--- src/rtl/mac_trap_reg.sv ---
module mac_trap_reg (
    input  logic       clk,
    input  logic       rst_n,
    input  logic       set,
    input  logic [7:0] set_code,
    input  logic       clr,
    output logic       pending,
    output logic [7:0] code
);
    always_ff @(posedge clk or negedge rst_n) begin
        if (!rst_n) begin
            pending <= 1'b0;
            code    <= 8'h00;
        end else if (set) begin
            pending <= 1'b1;
            code    <= set_code;
        end else if (clr) begin
            pending <= 1'b0;
            code    <= 8'h00;
        end
    end


    trap_set_chk: assert property (@(posedge clk) disable iff (!rst_n)
        set |=> (pending && code == $past(set_code)));


    trap_clr_chk: assert property (@(posedge clk) disable iff (!rst_n)
        (clr && !set) |=> (!pending && code == 8'h00));
endmodule

--- config.mk ---
export PLATFORM = sky130hd
export DESIGN_NAME = mac_trap_reg
export DESIGN_NICKNAME = d
export VERILOG_FILES = /design/src/rtl/mac_trap_reg.sv
export SDC_FILE = /design/constraint.sdc
export NUM_CORES = 1
export LEC_CHECK = 0
export ABC_CLOCK_PERIOD_IN_PS = 2000
export BUFFER_PORTS_ARGS = -buffer_cell sky130_fd_sc_hd__buf_2
export CORE_AREA = 2 2 39 41
export CTS_CLUSTER_SIZE = 16
export DETAILED_ROUTE_END_ITERATION = 10
export DIE_AREA = 0 0 41 43
export SYNTH_ARGS = -nofsm -noshare
export SYNTH_HDL_FRONTEND = slang
export SYNTH_SLANG_ARGS = --single-unit
--- constraint.sdc ---
create_clock -name clk -period 2 [get_ports clk]
set_input_delay 0.4 -clock clk [delete_from_list [all_inputs] [get_ports clk]]
set_output_delay 0.4 -clock clk [all_outputs]
set_load 0.05 [all_outputs]
==> results.yml, run 1 <==
outcome:
  outcome: "complete, no violations"
worst_setup_path:
  max_stage_delay_ns: 0.35
  crit_slowest_cell: "dfrtp_1"
  critical_path_arrival_ns: 0.88
  r2r_slack_ns: 1.32
  path_class: "reg2out"
  crit_buf_inv: 1
  cp_top_family: "flip-flops"
  startpoint_type: "flip-flop"
  critical_path.max_fanout: 2
  crit_path_end_kind: "output port"
  ff2ff_path_depth: 1
  cp_cell_sequence: "buf_2"
  path_depth: 1
  required_ns: 1.60
yosys:
  synth.largest_area_cell: "dfrtp_1"
  ys_ff_latch: 9
  synth_top_area_share: 0.664
  synth.cell_area_sq_um: 339
  yosysMostFrequentCell: "dfrtp_1"
  synth_area_per_cell_sq_um: 16.1
  synthMuxAreaShare: 0
  synth_top_family_by_area: "compound AO/OA/AOI/OAI gates"
  synth_edf_count: 0
  synthTopCellsByCount: "dfrtp_1 (9), a22o_1 (8)"
  postSynthCellCount: 21
  synth.distinct_cells: 6
  synthTopCellsByArea: "dfrtp_1 (66%), a22o_1 (21%), nor2_8 (5.9%)"
  synthFlopType: "dfrtp_1"
  synth_simple_gate_area_frac: 0.0590
  synth_compound_area_frac: 0.232
  async_flop_share: 1.00
  synthXorXnorAreaFrac: 0
  synth_warnings: 0
  synth_adder_area_share: 0
  synth_nets: 33
  yosysSeqAreaShare: 0.664
clock_network:
  cts_tree: "built"
  root_buffer: "clkbuf_4"
  cts_buffers: 3
  hold_buffers: 1
  cts-resized-gates: 0
  clk_latency_ns: 0.26
  path_clk_slew_ns: 0.06
  htree_num_levels: 1
  postCtsSetupBuffers: 0
  clock_path_buffers: 2
  clock-sinks: 9
cells_and_area:
  final_core_util: 0.350
  syn_to_final_growth_pct: 42.8
  nets: 58
  antenna_cells: 0
  drive_gt1_frac: 0.556
routing:
  wl_microns: 689
  drtIter0Drc: 4
  drc: 0
  avgViaCountPerCell: 4.31
  wire_per_inst_microns: 11.3
  drtPass1Iterations: 3
  vias: 263
  ant_nets: 0
global_routing:
  grt_max_degree: 11
  grt_pass1_wl_microns: 1130
  grt_pass1_vias: 251
  grt_usage: 0.101
  antenna_found_initial: 0
  gr-total-overflow: 0
power_and_ir_drop:
  powerDensity_mw_per_mm2: 909
  power.leakage_nw: 0.264
  peakVddDrop_uv: 352
placement:
  post-dp-hpwl_microns: 539
  numPortBuffers: 20
  place.gp.congestion: 0.668
timing:
  worst_pin_slew_ns: 0.242
  min_period_ns: 1.28
  rsz0062_at_grt: "no"
  hold_viol: 0
  setup_viol_count_final: 0
  fin_skew_ns: 0
  whs_ns: 0.374
  slew_violations: 0
  fmax_mhz: 782
  finalSetupTns_ns: 0
  fin_crit_sh: 0.640
  slew_headroom: 0.839
floorplanning:
  die_h_microns: 43
  ios: 21
  die_w_microns: 41
  core_sq_mm: 0.00138
  die_area_sq_mm: 0.00176
  initial_core_util: 0.245
  row_count: 14
worst_hold_path:
  min_path_cells: 2
  hold_path_class: "in2reg"
run:
  drv_cap: 0
routing by layer:
layer	part of all wire	track usage	vias to the layer above
li1	-	-	128
met1	0.44	0.148	124
met2	0.47	0.116	9
met3	0.080	0.0628	2
met4	0.012	0.0400	0
met5	0	0	-
final cells by class:
| cell class | count | area (sq um) |
|---|---|---|
| Timing Repair Buffer | 21 | 110 |
| Multi-Input combinational cell | 10 | 98.8 |
| Clock buffer | 4 | 26.3 |
| Tap cell | 16 | 20.0 |
| Fill cell | 144 | 900 |
| Inverter | 1 | 3.75 |
| Sequential cell | 9 | 225 |
logic make-up (layout without fill, tap and decap cells):
kind of cell,count (synthesis),after routing
buf+inv,2,26
flops,9,9
compound gates,9,9
simple gates,1,1
state kept, by name (all words and copies together) (netlist names):
| signal | count |
|---|---|
| code | 8 |
| pending | 1 |
stage by stage:
| step | instance area (sq um) | power, mW | worst slack (ns) | std cells |
|---|---|---|---|---|
| 2_1_floorplan | 339 | 0.273 | 0.999 | 21 |
| 3_3_place_gp | 448 | 0.304 | 0.972 | 56 |
| 3_5_place_dp | 448 | 0.303 | 0.956 | 56 |
| 4_1_cts | 484 | 0.449 | 0.709 | 61 |
| 5_1_grt | 484 | 0.462 | 0.682 | 61 |
| 6_report | 484 | 0.440 | 0.720 | 61 |
final timing paths:
check / startpoint / end
max reg2reg: pending$_DFFE_PN0P_ / pending$_DFFE_PN0P_
max in group asynchronous: rst_n / code[3]$_DFFE_PN0P_
min in group asynchronous: rst_n / code[7]$_DFFE_PN0P_
max: code[3]$_DFFE_PN0P_ / code[3]
min: set_code[1] / code[1]$_DFFE_PN0P_
min reg2reg: pending$_DFFE_PN0P_ / pending$_DFFE_PN0P_
report_power, final:
group	internal, mW	switching (mW)
registers	0.195	0.00685
clock network	0.0768	0.0624
logic	0.0294	0.0694
total	0.301	0.139
cells in the final DEF, fill, tap and decap left out, drive strengths merged:
| cell type | instances |
|---|---|
| dfrtp | 9 |
| inv | 1 |
| clkbuf | 4 |
| a21o | 1 |
| nor2 | 1 |
| buf | 20 |
| dlygate4sd3 | 1 |
| a22o | 8 |
(Power assumes the default switching activity.)
==> inputs of run 2 (changes only) <==
--- a/config.mk
+++ b/config.mk
@@ -5,7 +5,7 @@
 export SDC_FILE = /design/constraint.sdc
 export NUM_CORES = 1
 export LEC_CHECK = 0
-export ABC_CLOCK_PERIOD_IN_PS = 2000
+export ABC_CLOCK_PERIOD_IN_PS = 1220
 export BUFFER_PORTS_ARGS = -buffer_cell sky130_fd_sc_hd__buf_2
 export CORE_AREA = 2 2 39 41
 export CTS_CLUSTER_SIZE = 16
==> constraint.sdc (replaced) <==
create_clock -name clk -period 1.22 [get_ports clk]
set_input_delay 0.244 -clock clk [delete_from_list [all_inputs] [get_ports clk]]
set_output_delay 0.244 -clock clk [all_outputs]
set_load 0.05 [all_outputs]
==> run 2 against run 1 <==
Utilization unchanged. Count of clock-buffer cells in the layout stayed put. Power increased by 63%. Register-to-register slack worse by 0.78 ns.
==> results.yml, run 2 (synthesis gave the netlist of run 1 again) <==
cells_and_area:
  largest_reg_flops: 8
  instances_no_fill: 61
  mostFrequentLayoutCells: "buf_2 (20), dfrtp_1 (9), a22o_1 (8)"
  reg_top3: "code x8, pending x1"
  regMostFlops: "code"
  nets: 58
  syn_to_final_growth_pct: 42.8
  final_area_sq_um: 484
  final_core_util: 0.350
  antenna_cells: 0
  fill_cells: 145
  final_common_cell: "buf_2"
  drive_gt1_frac: 0.556
power_and_ir_drop:
  switchingPower_uw: 221
  power.leakage_nw: 0.264
  powerDensity_mw_per_mm2: 1480
  peakVddDrop_uv: 466
  sw_frac_of_total: 0.310
  power_uw: 715
  pwr-share-clk: 0.310
  intPower_uw: 494
  p_seq_frac: 0.463
  p_comb_frac: 0.227
placement:
  place.gp.congestion: 0.667
  dp.cells: 56
  place_area_sq_um: 448
  numPortBuffers: 20
  dp_slack_ns: 0.340
floorplanning:
  die_h_microns: 43
  row_count: 14
  core_sq_mm: 0.00138
  ios: 21
  die_w_microns: 41
  die_area_sq_mm: 0.00176
  initial_core_util: 0.245
clock_network:
  htree_num_levels: 1
  clk_latency_ns: 0.25
  path_clk_slew_ns: 0.06
  root_buffer: "clkbuf_4"
  clock_path_buffers: 2
  cts_tree: "built"
  clock-sinks: 9
  cts_buffers: 3
  postCtsSetupBuffers: 0
routing:
  drtPass1Iterations: 4
  wl_microns: 717
  ant_nets: 0
  wire_per_inst_microns: 11.8
  avgViaCountPerCell: 4.44
  drc: 0
  vias: 271
  drtIter0Drc: 3
timing:
  fmax_mhz: 892
  rsz0062_at_grt: "no"
  whs_ns: 0.219
  slew_headroom: 0.833
  fin_skew_ns: 0
  hold_viol: 0
  min_period_ns: 1.12
  slew_violations: 0
  fin_ws_ns: 0.0986
  fin_crit_sh: 0.919
  setup_viol_count_final: 0
  worst_pin_slew_ns: 0.252
  finalSetupTns_ns: 0
worst_setup_path:
  crit_buf_inv: 1
  cp_top_family: "flip-flops"
  startpoint_type: "flip-flop"
  critical_path_arrival_ns: 0.88
  cp_cell_sequence: "buf_2"
  required_ns: 0.98
  critical_path.max_fanout: 2
  max_stage_delay_ns: 0.36
  crit_slowest_cell: "dfrtp_1"
  path_class: "reg2out"
  crit_path_end_kind: "output port"
global_routing:
  antenna_found_initial: 0
  grt_usage: 0.0987
  grt_pass1_vias: 263
  grt_pass1_wl_microns: 1090
  gr-total-overflow: 0
  grt_max_degree: 11
worst_hold_path:
  hold_path_class: "in2reg"
outcome:
  outcome: "complete, no violations"
run:
  drv_cap: 0
[run 2: timing repair]
| action | CTS | global route |
|---|---|---|
| gates resized for setup | 0 | 0 |
| endpoints found under the hold margin | 9 | 0 |
| hold buffers | 1 | 0 |
[run 2: routing by layer]
layer / global-route usage / up-vias / share of wire
met5: 0 / - / 0
li1: - / 128 / -
met3: 0.0471 / 2 / 0.050
met1: 0.128 / 134 / 0.42
met4: 0.0800 / 0 / 0.011
met2: 0.119 / 7 / 0.52
[run 2: cell type report]
class | count | area, sq um | share of cell area
sequential | 9 | 225 | 0.465
timing repair buffer | 21 | 110 | 0.227
multi-input combinational | 10 | 98.8 | 0.204
clock buffer | 4 | 26.3 | 0.0543
tap | 16 | 20.0 | 0.0413
inverter | 1 | 3.75 | 0.00775
[run 2: power groups by stage]
| stage | clock network [mW] | logic [mW] | registers (mW) |
|---|---|---|---|
| CTS | 0.234 | 0.165 | 0.332 |
| detailed placement | 0 | 0.162 | 0.337 |
| finish | 0.222 | 0.162 | 0.331 |
| global route | 0.255 | 0.170 | 0.333 |
| floorplan | 0 | 0.0343 | 0.413 |
| global placement | 0 | 0.161 | 0.337 |
[run 2: final timing paths]
check | cells after the start | startpoint | endpoint | slack [ns]
min in group asynchronous | 2 | rst_n | pending$_DFFE_PN0P_ | 0.36
max | 1 | code[2]$_DFFE_PN0P_ | code[2] | 0.1
max reg2reg | 1 | pending$_DFFE_PN0P_ | pending$_DFFE_PN0P_ | 0.54
max in group asynchronous | 2 | rst_n | code[4]$_DFFE_PN0P_ | 0.68
min reg2reg | 1 | pending$_DFFE_PN0P_ | pending$_DFFE_PN0P_ | 0.48
min | 2 | set_code[5] | code[5]$_DFFE_PN0P_ | 0.22
